===== src/rtl/gsr_pkg.sv =====
package gsr_pkg;
  typedef enum logic [1:0] {
    GSR_SRC_OFF    = 2'd0,
    GSR_SRC_PAD    = 2'd1,
    GSR_SRC_ROUTED = 2'd2,
    GSR_SRC_RSVD   = 2'd3
  } gsr_src_e;

  localparam int unsigned SYNC_STAGES = 2;
endpackage


===== src/rtl/gsr_pad_sync.sv =====
module gsr_pad_sync
  import gsr_pkg::*;
(
  input  logic clk_i,
  input  logic rst_ni,
  input  logic pad_ni,
  input  logic cfg_active_i,
  output logic pad_sync_no,
  output logic abort_o
);
  logic                   arst_n;
  logic [SYNC_STAGES-1:0] chain_q;
  logic                   prev_q;
  logic                   abort_q;

  assign arst_n = rst_ni & pad_ni;

  // assert asynchronously, release through the chain
  always_ff @(posedge clk_i or negedge arst_n) begin
    if (!arst_n) chain_q <= '0;
    else         chain_q <= {chain_q[SYNC_STAGES-2:0], 1'b1};
  end

  assign pad_sync_no = chain_q[SYNC_STAGES-1];

  always_ff @(posedge clk_i or negedge rst_ni) begin
    if (!rst_ni) begin
      prev_q  <= 1'b0;
      abort_q <= 1'b0;
    end else begin
      prev_q  <= pad_sync_no;
      abort_q <= cfg_active_i & prev_q & ~pad_sync_no;
    end
  end

  assign abort_o = abort_q;
endmodule


===== src/rtl/gsr_init_bank.sv =====
module gsr_init_bank #(
  parameter int unsigned N_REGS = 8
) (
  input  logic              clk_i,
  input  logic              load_init_i,
  input  logic [N_REGS-1:0] init_val_i,
  input  logic [N_REGS-1:0] user_d_i,
  output logic [N_REGS-1:0] reg_q_o
);
  for (genvar i = 0; i < N_REGS; i++) begin : g_cell
    logic q;
    always_ff @(posedge clk_i) begin
      if (load_init_i) q <= init_val_i[i];
      else             q <= user_d_i[i];
    end
    assign reg_q_o[i] = q;
  end
endmodule


===== src/rtl/gsr_ctrl.sv =====
module gsr_ctrl
  import gsr_pkg::*;
#(
  parameter int unsigned N_REGS = 8
) (
  input  logic              clk_i,
  input  logic              rst_ni,
  input  logic              cfg_active_i,
  input  logic              release_i,
  input  logic              pad_rst_ni,
  input  logic              routed_rst_i,
  input  logic [1:0]        src_sel_i,
  input  logic              invert_i,
  input  logic [N_REGS-1:0] init_val_i,
  input  logic [N_REGS-1:0] user_d_i,
  output logic              gsr_o,
  output logic              abort_o,
  output logic              pad_user_o,
  output logic [N_REGS-1:0] reg_q_o
);
  gsr_src_e src;
  logic     released_q;
  logic     pad_sync_n;
  logic     gsr_act;

  assign src = gsr_src_e'(src_sel_i);

  always_ff @(posedge clk_i or negedge rst_ni) begin
    if (!rst_ni)           released_q <= 1'b0;
    else if (cfg_active_i) released_q <= 1'b0;
    else if (release_i)    released_q <= 1'b1;
  end

  gsr_pad_sync u_pad_sync (
    .clk_i       (clk_i),
    .rst_ni      (rst_ni),
    .pad_ni      (pad_rst_ni),
    .cfg_active_i(cfg_active_i),
    .pad_sync_no (pad_sync_n),
    .abort_o     (abort_o)
  );

  always_comb begin
    gsr_act = ~released_q;
    unique case (src)
      GSR_SRC_PAD:    gsr_act = gsr_act | ~pad_sync_n;
      GSR_SRC_ROUTED: gsr_act = gsr_act | routed_rst_i;
      default:        ;
    endcase
  end

  assign gsr_o      = invert_i ? gsr_act : ~gsr_act;
  assign pad_user_o = (src == GSR_SRC_PAD) ? 1'b1 : pad_rst_ni;

  gsr_init_bank #(.N_REGS(N_REGS)) u_bank (
    .clk_i      (clk_i),
    .load_init_i(gsr_act),
    .init_val_i (init_val_i),
    .user_d_i   (user_d_i),
    .reg_q_o    (reg_q_o)
  );
endmodule


===== config.mk =====
export PLATFORM = sky130hd
export DESIGN_NAME = gsr_ctrl
export DESIGN_NICKNAME = d
export VERILOG_FILES = /design/src/rtl/gsr_pkg.sv /design/src/rtl/gsr_pad_sync.sv /design/src/rtl/gsr_init_bank.sv /design/src/rtl/gsr_ctrl.sv
export SDC_FILE = /design/constraint.sdc
export NUM_CORES = 1
export LEC_CHECK = 0
export CORE_MARGIN = 5
export CORE_UTILIZATION = 31
export DETAILED_ROUTE_END_ITERATION = 8
export GPL_ROUTABILITY_DRIVEN = 0
export PLACE_DENSITY_LB_ADDON = 0.1
export SYNTH_ARGS = -nofsm -noshare
export SYNTH_HDL_FRONTEND = slang
export SYNTH_SLANG_ARGS = --single-unit

===== constraint.sdc =====
create_clock -name clk_i -period 1.3 [get_ports clk_i]
set_input_delay 0.195 -clock clk_i [delete_from_list [all_inputs] [get_ports clk_i]]
set_output_delay 0.195 -clock clk_i [all_outputs]
set_load 0.01 [all_outputs]

Word-level counts from Yosys, hierarchy flattened
Index checks and enable logic that the tools add are counted.

cells by class
  equal/unequal tests = 2
  reductions and logical operators = 1
  bitwise gates (word level) = 8
  mux-type cells = 13

operators with widths
  operator                                                               number
  1-bit 2-to-1 mux                                                       12
  1-bit AND                                                              3
  1-bit NOT                                                              3
  2-bit by 1-bit equality test with 1-bit output, second input constant  1
  2-bit equality test, second input constant                             1
  1-bit bitwise OR                                                       2
  1-bit case mux with 2 select lines                                     1
  2-bit nonzero test                                                     1

word-level totals
  input port bits = 25
  bits in registers = 13
  word-level logic and storage cells = 36

Longest topological paths before layout
Gate-level depths: netlist of run 1.

  word-level depth = 5
  mapped depth = 5

Cells and area by module
Synthesis of run 1 repeated with hierarchy kept, for this count alone.

unflattened totals
  cell total of the unflattened synthesis = 44
  area total of the unflattened synthesis = 584.3 µm²

modules (own cells, without submodules)
  module         area an instance (µm²)  sequential area each (µm²)  instances  cells each
  gsr_init_bank  351.6                   160.2                       1          25
  gsr_pad_sync   118.9                   100.1                       1          7
  gsr_ctrl       113.9                   25.0                        1          12

Worst setup path after synthesis of run 1
OpenSTA, ideal clock, no wires.

  kind = input to register
  start = input src_sel_i[0]
  end = register u_bank.g_cell[0].q
  setup time = 0.121 ns
  setup slack = -0.153 ns
  stages on the path = 4
  path buffers = 0
  arrival time = 1.332 ns
  path through = inv_1 > ha_1 > o31ai_4 > mux2_2

on the way
  longest elaborated chain between the ends = 3
  elaborated cells on any way between the ends = 4

ends and longest elaborated chain
  element                                                                                line                 text
  start, declared                                                                        gsr_ctrl.sv:12       input logic [1:0] src_sel_i,
  2-bit equality test or 2-bit by 1-bit equality test with 1-bit output (tied branches)  gsr_ctrl.sv:45       unique case (src)
  1-bit case mux with 2 select lines *                                                   gsr_ctrl.sv:45
  1-bit 2-to-1 mux *                                                                     gsr_init_bank.sv:13  if (load_init_i) q <= init_val_i[i];
  end signal, assigned                                                                   gsr_init_bank.sv:13
  end signal, assigned                                                                   gsr_init_bank.sv:14  else q <= user_d_i[i];
  end, declared                                                                          gsr_init_bank.sv:11  logic q;

Mark *: on every way between the ends. The rest lies on a longest branch, timed or not.
A chain may end at the register's enable or synchronous reset.

Worst setup path after layout of run 1
  start = register u_pad_sync.chain_q[1]
  end = output gsr_o

on the way
  longest elaborated chain between the ends = 5

ends and longest elaborated chain
  element                               line                text
  start, declared                       gsr_pad_sync.sv:12  logic [SYNC_STAGES-1:0] chain_q;
  start signal, assigned                gsr_pad_sync.sv:21  else chain_q <= {chain_q[SYNC_STAGES-2:0], 1'b1};
  1-bit NOT *                           gsr_ctrl.sv:46      GSR_SRC_PAD: gsr_act = gsr_act | ~pad_sync_n;
  1-bit bitwise OR *                    gsr_ctrl.sv:46
  1-bit case mux with 2 select lines *  gsr_ctrl.sv:45
  1-bit NOT                             gsr_ctrl.sv:52      assign gsr_o = invert_i ? gsr_act : ~gsr_act;
  1-bit 2-to-1 mux *                    gsr_ctrl.sv:52
  end, declared                         gsr_ctrl.sv:16      output logic gsr_o,

Marks and branches as above.

==> summary.md, run 1 <==
| Metric | Value |
|---|---|
| Post-synth top area cell | dfxtp_1 |
| Setup violators final | 9 |
| Final hold vios | 0 |
| Drt pass-1 iters | 2 |
| Area Overhead vs Synth | 75.06% |
| Worst path buffer plus inverter count | 1 |
| Number of global-route vias before repair | between 400 and 500 |
| Synthesized instance count | 44 |
| Clk_skew | approximately 2.6 ps |
| Warnings, synthesis | 0 |
| Max Fclk | 687.9 MHz |
| Outcome | complete, but fails checks |
| Via density | between 3 and 4 |
| Yosys reg bits | 13 |
| Reg2Reg Setup Slack | -110 ps |
| Mapped Area | 556.8 um2 |
| Crit Path Max Fanout | 2 |
| CP top delay family | flip-flops |
| Routed wire length per instance | ~11 um |
| All-Layer GR Usage | about a tenth |
| Kind of critical path | reg -> out |
| PwrDens | approximately 940 mW/mm2 |
| Worst setup EP type | primary output |
| Post-synth top area share | 28.76% |
| I/O pin count | 36 |
| Max-Cap Viols | 0 |
| Final worst setup slack | -153.7 ps |
| Worst Path Arrival | between 1000 and 1500 ps |
| CTS buffer count | 3 |
| Clock period minus worst slack | roughly 1500 ps |
| Clock buffer depth | 2 |
| Failing checks | negative setup slack |
| Antenna diode count | 0 |
| Commonest non-fill, non-tap cells in the layout | 21 x clkdlybuf4s50_1, 9 x dlygate4sd2_1, 8 x mux2_4, 8 x dfxtp_1, 5 x dfrtp_1 |
| Via count of the routed design | around 410 |
| CP max stage cell | dfrtp_1 |
| Rows | 15 |
| Syn Area/Cell | 12.65 um2 |
| Root Driver | clkbuf_4 |
| Library cells used by synthesis | 14 |
| Post-route ant nets | 0 |
| Die ar. | around 0.0027 mm2 |
| Largest net degree at the start of global routing | 9 |
| CTS sink cnt | 13 |
| Max incr delay on CP | approximately 380 ps |
| Startpoint Class | flop |
| Register area share after synthesis | 51.24% |
| Starting Density | between 30% and 40% |
| Worst endpoint required time | approximately 1100 ps |
| Buffers on Ports | 35 |
| H-tree Lvls | 1 |
| Commonest non-fill, non-tap cell in the layout | clkdlybuf4s50_1 |
| Worst IR Drop VDD | between 0.5 and 0.6 mV |
| Grt ovf | 0 |
| Final Util | 56.45% |
| Layout cells sized above 1 | around a third |
| Layout Nets | approximately 110 |
| Synthesized net count | 71 |
| CTS clk-pin slew, worst paths | 70 ps |
| RSZ-0062 raised after global routing | yes |
| Tot Pwr | approximately 920 uW |
| Final period util | 111.8% |
| Worst path cell trace | nor2b_4 > o31ai_4 > xnor2_1 > buf_2 |
| Global-route wire length before repair | just under 2000 um |
| Die W | 52.38 um |
| Core area | ~0.0017 mm2 |
| Max Slew Vio Count | 0 |
| Synth top area cells | dfxtp_1 29%, dfrtp_1 22%, mux2_2 16% |
| Die height | around 52 um |
| # DRC | 0 |
| Antenna violations before repair | 0 |
| CTS tree | yes |
| Hpwl dp | 966.1 um |
| Leak pwr | about 0.47 nW |
| First DRT Iteration DRCs | 2 |
| Routed Wire Length | about 1200 um |
| Worst-Skew Late Latency | 270 ps |
| Worst hold path type | in -> async |
==> stage by stage <==
stage               instances  hold slack [ps]  setup TNS, ps  cell area, um2  setup WS [ps]
detailed placement         99            336.3          -6696           917.1         -858.1
global route              105            90.66          -1691           974.7         -263.4
global placement           99            332.7          -6519           917.1         -856.4
floorplan                  44           -100.6         -750.1           573.1         -97.01
finish                    105            110.1         -969.3           974.7         -153.7
CTS                       105            102.2          -1552           972.2         -218.6
==> sequential cells by signal, summed over array words and instances (netlist names) <==
signal	cells
u_bank.g_cell.q	8
u_pad_sync.chain_q	2
released_q	1
u_pad_sync.abort_o	1
u_pad_sync.prev_q	1
==> layer usage <==
| metal | track usage, % | routed length [um] | share of wire [%] |
|---|---|---|---|
| met5 | 0 | 0 | 0 |
| met2 | 15.70 | 537 | 45 |
| met3 | 7.123 | 143 | 12 |
| met4 | 2.553 | 0 | 0 |
| met1 | 10.65 | 518 | 43 |
==> cell type report <==
| cell class | count | area (um2) |
|---|---|---|
| fillers | 165 | 752.0 |
| multi-input cells | 21 | 246.5 |
| flip-flops and latches | 13 | 285.3 |
| well taps | 25 | 31.28 |
| inverters | 2 | 7.507 |
| clock buffers | 4 | 26.28 |
| repair buffers | 40 | 377.9 |
==> logic make-up (layout without fill, tap and decap cells) <==
logic type,after synthesis,after routing,synth area share [%]
buf+inv,10,46,12.14
mux,8,8,16.18
flops,13,13,51.24
simple gates,8,8,9.889
other cells,1,1,0.6735
fa+ha+maj,2,2,4.494
compound gates,1,1,3.820
xor+xnor,1,1,1.573
==> power by group <==
part	total, mW	switching, mW	internal (mW)
combinational	0.240	0.0771	0.163
clock	0.238	0.119	0.119
sequential	0.440	0.00837	0.432
==> worst paths after layout <==
check | endpoint | cells past startpoint | start
worst max-delay path | gsr_o | 4 | u_pad_sync.chain_q[1]
worst min-delay path | u_pad_sync.abort_o | 1 | rst_ni
worst max register to register | u_bank.g_cell[2].q | 5 | u_pad_sync.chain_q[1]
worst min register to register | u_pad_sync.chain_q[1] | 0 | u_pad_sync.chain_q[0]
max in group asynchronous | u_pad_sync.chain_q[1] | 2 | rst_ni
min in group clk_i | u_pad_sync.chain_q[1] | 0 | u_pad_sync.chain_q[0]
==> cells in the mapped netlist <==
master and instances:
and2_1 1, dfrtp_1 5, xnor2_1 1, nand2_1 1, nor2_1 3, or2_2 1
mux2_2 8, o31ai_4 1, dfxtp_1 8, buf_4 8, conb_1 1, ha_1 2
inv_1 2, nor2b_4 2
==> repair_timing <==
item                                    CTS  global route
endpoints found under the setup margin   19             9
resized for setup                        31             5
buffers inserted                          2             1
pin swaps                                 2             2
hold buffers                              0             0
Power figures use the tool's default switching activity.
==> run 2, diff against run 1 <==
Settings changed: CORE_UTILIZATION 31 to 32, GPL_ROUTABILITY_DRIVEN 0 to 1, SYNTH_HIERARCHICAL from default to 1.
==> run 2 against run 1 <==
Effect of this change: the run still ends with negative setup slack left; final cell count shrank 2.9%; sequential share of layout area grew 0.19 points; die area grew 1.3%; fmax shrank 1.6%; power shrank 0.31%; cell area shrank 0.64%; clock skew shrank 1.9 ps; count of clock-buffer cells in the layout is the same; critical path depth is the same; register-to-register slack is essentially flat; sequential cell count is the same; non-clock buffer count shrank 2; largest power group unchanged; highest routed layer unchanged.
==> summary.md, run 2 <==
| Metric | Value |
|---|---|
| Outcome | complete, but fails checks |
| Failing checks | negative setup slack |
| Number of global-route vias before repair | 441 (-2.4%) |
| Final worst setup slack | -177.3 ps (-23.61 ps) |
| Clock period minus worst slack | 1477 ps (+23.61 ps) |
| Register area share after synthesis | 48.82% (-2.4 points) |
| Seq pwr share | 48.1% (+0.2 points) |
| Sw Share | 22.44% (+0.13 points) |
| CTS tree | yes |
| Grt ovf | 0 (unchanged) |
| Drt pass-1 iters | 2 (unchanged) |
| Max Fclk | 676.9 MHz (-1.6%) |
| Syn Area/Cell | 13.28 um2 (+4.9%) |
| Pre-CTS WS | -968.5 ps (-110.4 ps) |
| Synthesized net count | 71 (unchanged) |
| Root Driver | clkbuf_4 |
| Placed cells | 97 (-2.0%) |
| Worst endpoint required time | 1110 ps (about the same) |
| Post-synth EDFFs | 0 (unchanged) |
| Rows | 15 (unchanged) |
| CTS buffer count | 3 (unchanged) |
| Worst setup EP type | primary output |
| Commonest non-fill, non-tap cell in the layout | clkdlybuf4s50_1 |
| Routed Wire Length | 1102 um (-8.1%) |
| First DRT Iteration DRCs | 4 (+2) |
| Most flops, register | u_bank/g_cell.q |
| Worst hold path type | in -> async |
| Area Overhead vs Synth | 65.74% |
| Max incr delay on CP | 390 ps (about the same) |
| Die W | 52.73 um (+0.67%) |
| Mapped Area | 584.3 um2 (+4.9%) |
| Clk_skew | 0.7586 ps (-1.868 ps) |
| Gate power share | 25.8% (-0.3 points) |
| # DRC | 0 (unchanged) |
| Post-synth top area share | 27.41% (-1.4 points) |
| RD Place Congestion | between 0.6 and 0.7 |
| Largest net degree at the start of global routing | 9 (unchanged) |
| Biggest regs | u_bank/g_cell.q (8), u_pad_sync/chain_q (2) |
| Setup tns final | -1102 ps (-132.8 ps) |
| Die ar. | 0.002780 mm2 (+1.3%) |
| Routed wire length per instance | 10.80 um (-5.4%) |
| Layout Nets | 105 (-2.8%) |
| Multi-input combinational cell area | 247.7 um2 (+0.51%) |
| R2R cell count | 5 (unchanged) |
| Antenna diode count | 0 (unchanged) |
| Crit Path Max Fanout | 3 (+1) |
| Top_reg_cell synth | dfxtp_1 |
| Clock buffer depth | 2 (unchanged) |
| Layout cells sized above 1 | 31.17% (-1.3 points) |
| Final Util | 56.09% (-0.36 points) |
| Worst-Skew Late Latency | 260 ps (about the same) |
| Yosys reg bits | 13 (unchanged) |
| Library cells used by synthesis | 15 (+1) |
| Reg2Reg Setup Slack | -120 ps (about the same) |
| Final hold slack | 110.8 ps (+0.7370 ps) |
| Filler cells | 155 (-6.1%) |
| H-tree Lvls | 1 (unchanged) |
| CTS sink cnt | 13 (unchanged) |
| I/O pin count | 36 (unchanged) |
| Clock power frac | 26.1% (+0.2 points) |
| Final hold vios | 0 (unchanged) |
| Buffers on Ports | 35 (unchanged) |
| Asr flop ratio synth | 38.46% (unchanged) |
| Post-route ant nets | 0 (unchanged) |
| Setup violators final | 9 (unchanged) |
| Worst path cell trace | nor2b_4 > o31ai_4 > xnor2_1 > buf_2 |
| Max FFs per register | 8 (unchanged) |
| Post-route non-filler standard cell count | 102 (-2.9%) |
| RSZ-0062 raised after global routing | yes |
| Final period util | 113.6% (+1.8 points) |
| Worst IR Drop VDD | 0.5294 mV (-10%) |
| RR Endpoint | u_bank/g_cell[3].q |
| Antenna violations before repair | 0 (unchanged) |
| Via density | 3.980 (+2.9%) |
| Sw power | 205.3 uW (+0.26%) |
| Via count of the routed design | 406 (unchanged) |
| Starting Density | 33.84% (+1.6 points) |
| Worst Path Arrival | 1280 ps (+20 ps) |
| Hpwl dp | 939.3 um (-2.8%) |
| All-Layer GR Usage | 8.919% (-1.1 points) |
| Synthesized instance count | 44 (unchanged) |
| Reg area | 285.3 um2 (unchanged) |
| Leak pwr | 0.4621 nW (-1.1%) |
| Commonest non-fill, non-tap cells in the layout | 21 x clkdlybuf4s50_1, 9 x dlygate4sd2_1, 8 x mux2_4, 8 x dfxtp_1, 5 x dfrtp_1 |
| Post-synth top area cell | dfxtp_1 |
| Max Slew Vio Count | 0 (unchanged) |
| Global-route wire length before repair | 1752 um (-9.6%) |
| Core area | 0.001727 mm2 (unchanged) |
| Synth top area cells | dfxtp_1 27%, dfrtp_1 21%, mux2_4 21% |
| Max-Cap Viols | 0 (unchanged) |
| PwrDens | 944.9 mW/mm2 (+0.34%) |
| Kind of critical path | reg -> out |
| Commonest cells post-synth | 8 x buf_4, 8 x dfxtp_1, 8 x mux2_4 |
| CP max stage cell | dfrtp_1 |
| R2R Path Start | u_pad_sync/chain_q[1] |
| Die height | 52.73 um (+0.67%) |
| Internal power | 709.8 uW (-0.47%) |
| Startpoint Class | flop |
| CTS clk-pin slew, worst paths | 80 ps (about the same) |
| Warnings, synthesis | 6 (+6) |
[run 2: cell count changes in the layout (fill, tap and decap cells not counted), sizes merged]
cell,previous run,this run
nand2,1,0
buf,7,6
clkbuf,5,4
and3b,0,1
nor2,3,2
[run 2: cell type report]
class | instances | area share (%)
repair buffers | 38 | 37.47
multi-input cells | 20 | 25.58
clock buffers | 4 | 2.713
inverters | 2 | 1.550
well taps | 25 | 3.230
flip-flops and latches | 13 | 29.46
[run 2: stage by stage]
stage                     area [um2]  power (mW)
after CTS                      945.9      0.9213
after global placement         944.7      0.6997
final                          968.4      0.9151
after global routing           968.4      0.9665
after detailed placement       944.7      0.7039
after floorplan                619.3      0.5855
[run 2: logic make-up (layout without fill, tap and decap cells)]
kind of cell | Yosys count | count (layout) | share of synthesized area, %
buf+inv | 11 | 44 | 13.49
compound gates | 1 | 1 | 3.640
other cells | 1 | 1 | 0.6418
mux | 8 | 8 | 20.56
xor+xnor | 1 | 1 | 1.499
fa+ha+maj | 2 | 2 | 4.282
flops | 13 | 13 | 48.82
simple gates | 7 | 7 | 7.068
[run 2: how the worst max path moves through the flow]
| stage | from | end | slack, ps | depth (start not counted) |
|---|---|---|---|---|
| 2_1_floorplan | src_sel_i[0] | u_bank/g_cell[0].q | -40 | 6 |
| 3_5_place_dp | src_sel_i[0] | gsr_o | -970 | 7 |
| 6_report | u_pad_sync/chain_q[1] | gsr_o | -180 | 4 |
| 5_1_grt | u_pad_sync/chain_q[1] | gsr_o | -250 | 4 |
| 4_1_cts | u_pad_sync/chain_q[1] | gsr_o | -200 | 4 |
| 3_3_place_gp | src_sel_i[0] | gsr_o | -940 | 7 |
[run 2: repair_timing]
item                                    in CTS  in global routing
endpoints found under the setup margin      18                 10
endpoints found under the hold margin        0                  0
gates resized for setup                     24                  4
hold buffers                                 0                  0
buffers inserted                             0                  1
pin swaps                                    2                  0
[run 2: critical path, delay by kind of cell, from the launching register on]
family / cells / cell delay [ps]
buffers and inverters: 1 / 150
AO/OA/AOI/OAI: 1 / 200
XOR/XNOR: 1 / 140
AND/OR/NAND/NOR: 1 / 130
flip-flops: 1 / 390
[run 2: per-layer routing]
| layer | part of all wire [%] | up-vias | wire length [um] | GRT usage [%] |
|---|---|---|---|---|
| li1 | - | 198 | - | - |
| met3 | 12 | 0 | 129 | 3.989 |
| met1 | 38 | 188 | 414 | 9.639 |
| met4 | 0 | 0 | 0 | 5.106 |
| met2 | 51 | 20 | 558 | 14.26 |
| met5 | 0 | - | 0 | 0 |
[run 2: power by group through the flow]
stage	Sequential (mW)	Combinational [mW]	Clock (mW)
floorplan	0.449	0.136	0
global placement	0.450	0.249	0
detailed placement	0.451	0.253	0
CTS	0.441	0.229	0.251
global route	0.444	0.254	0.269
finish	0.440	0.236	0.239
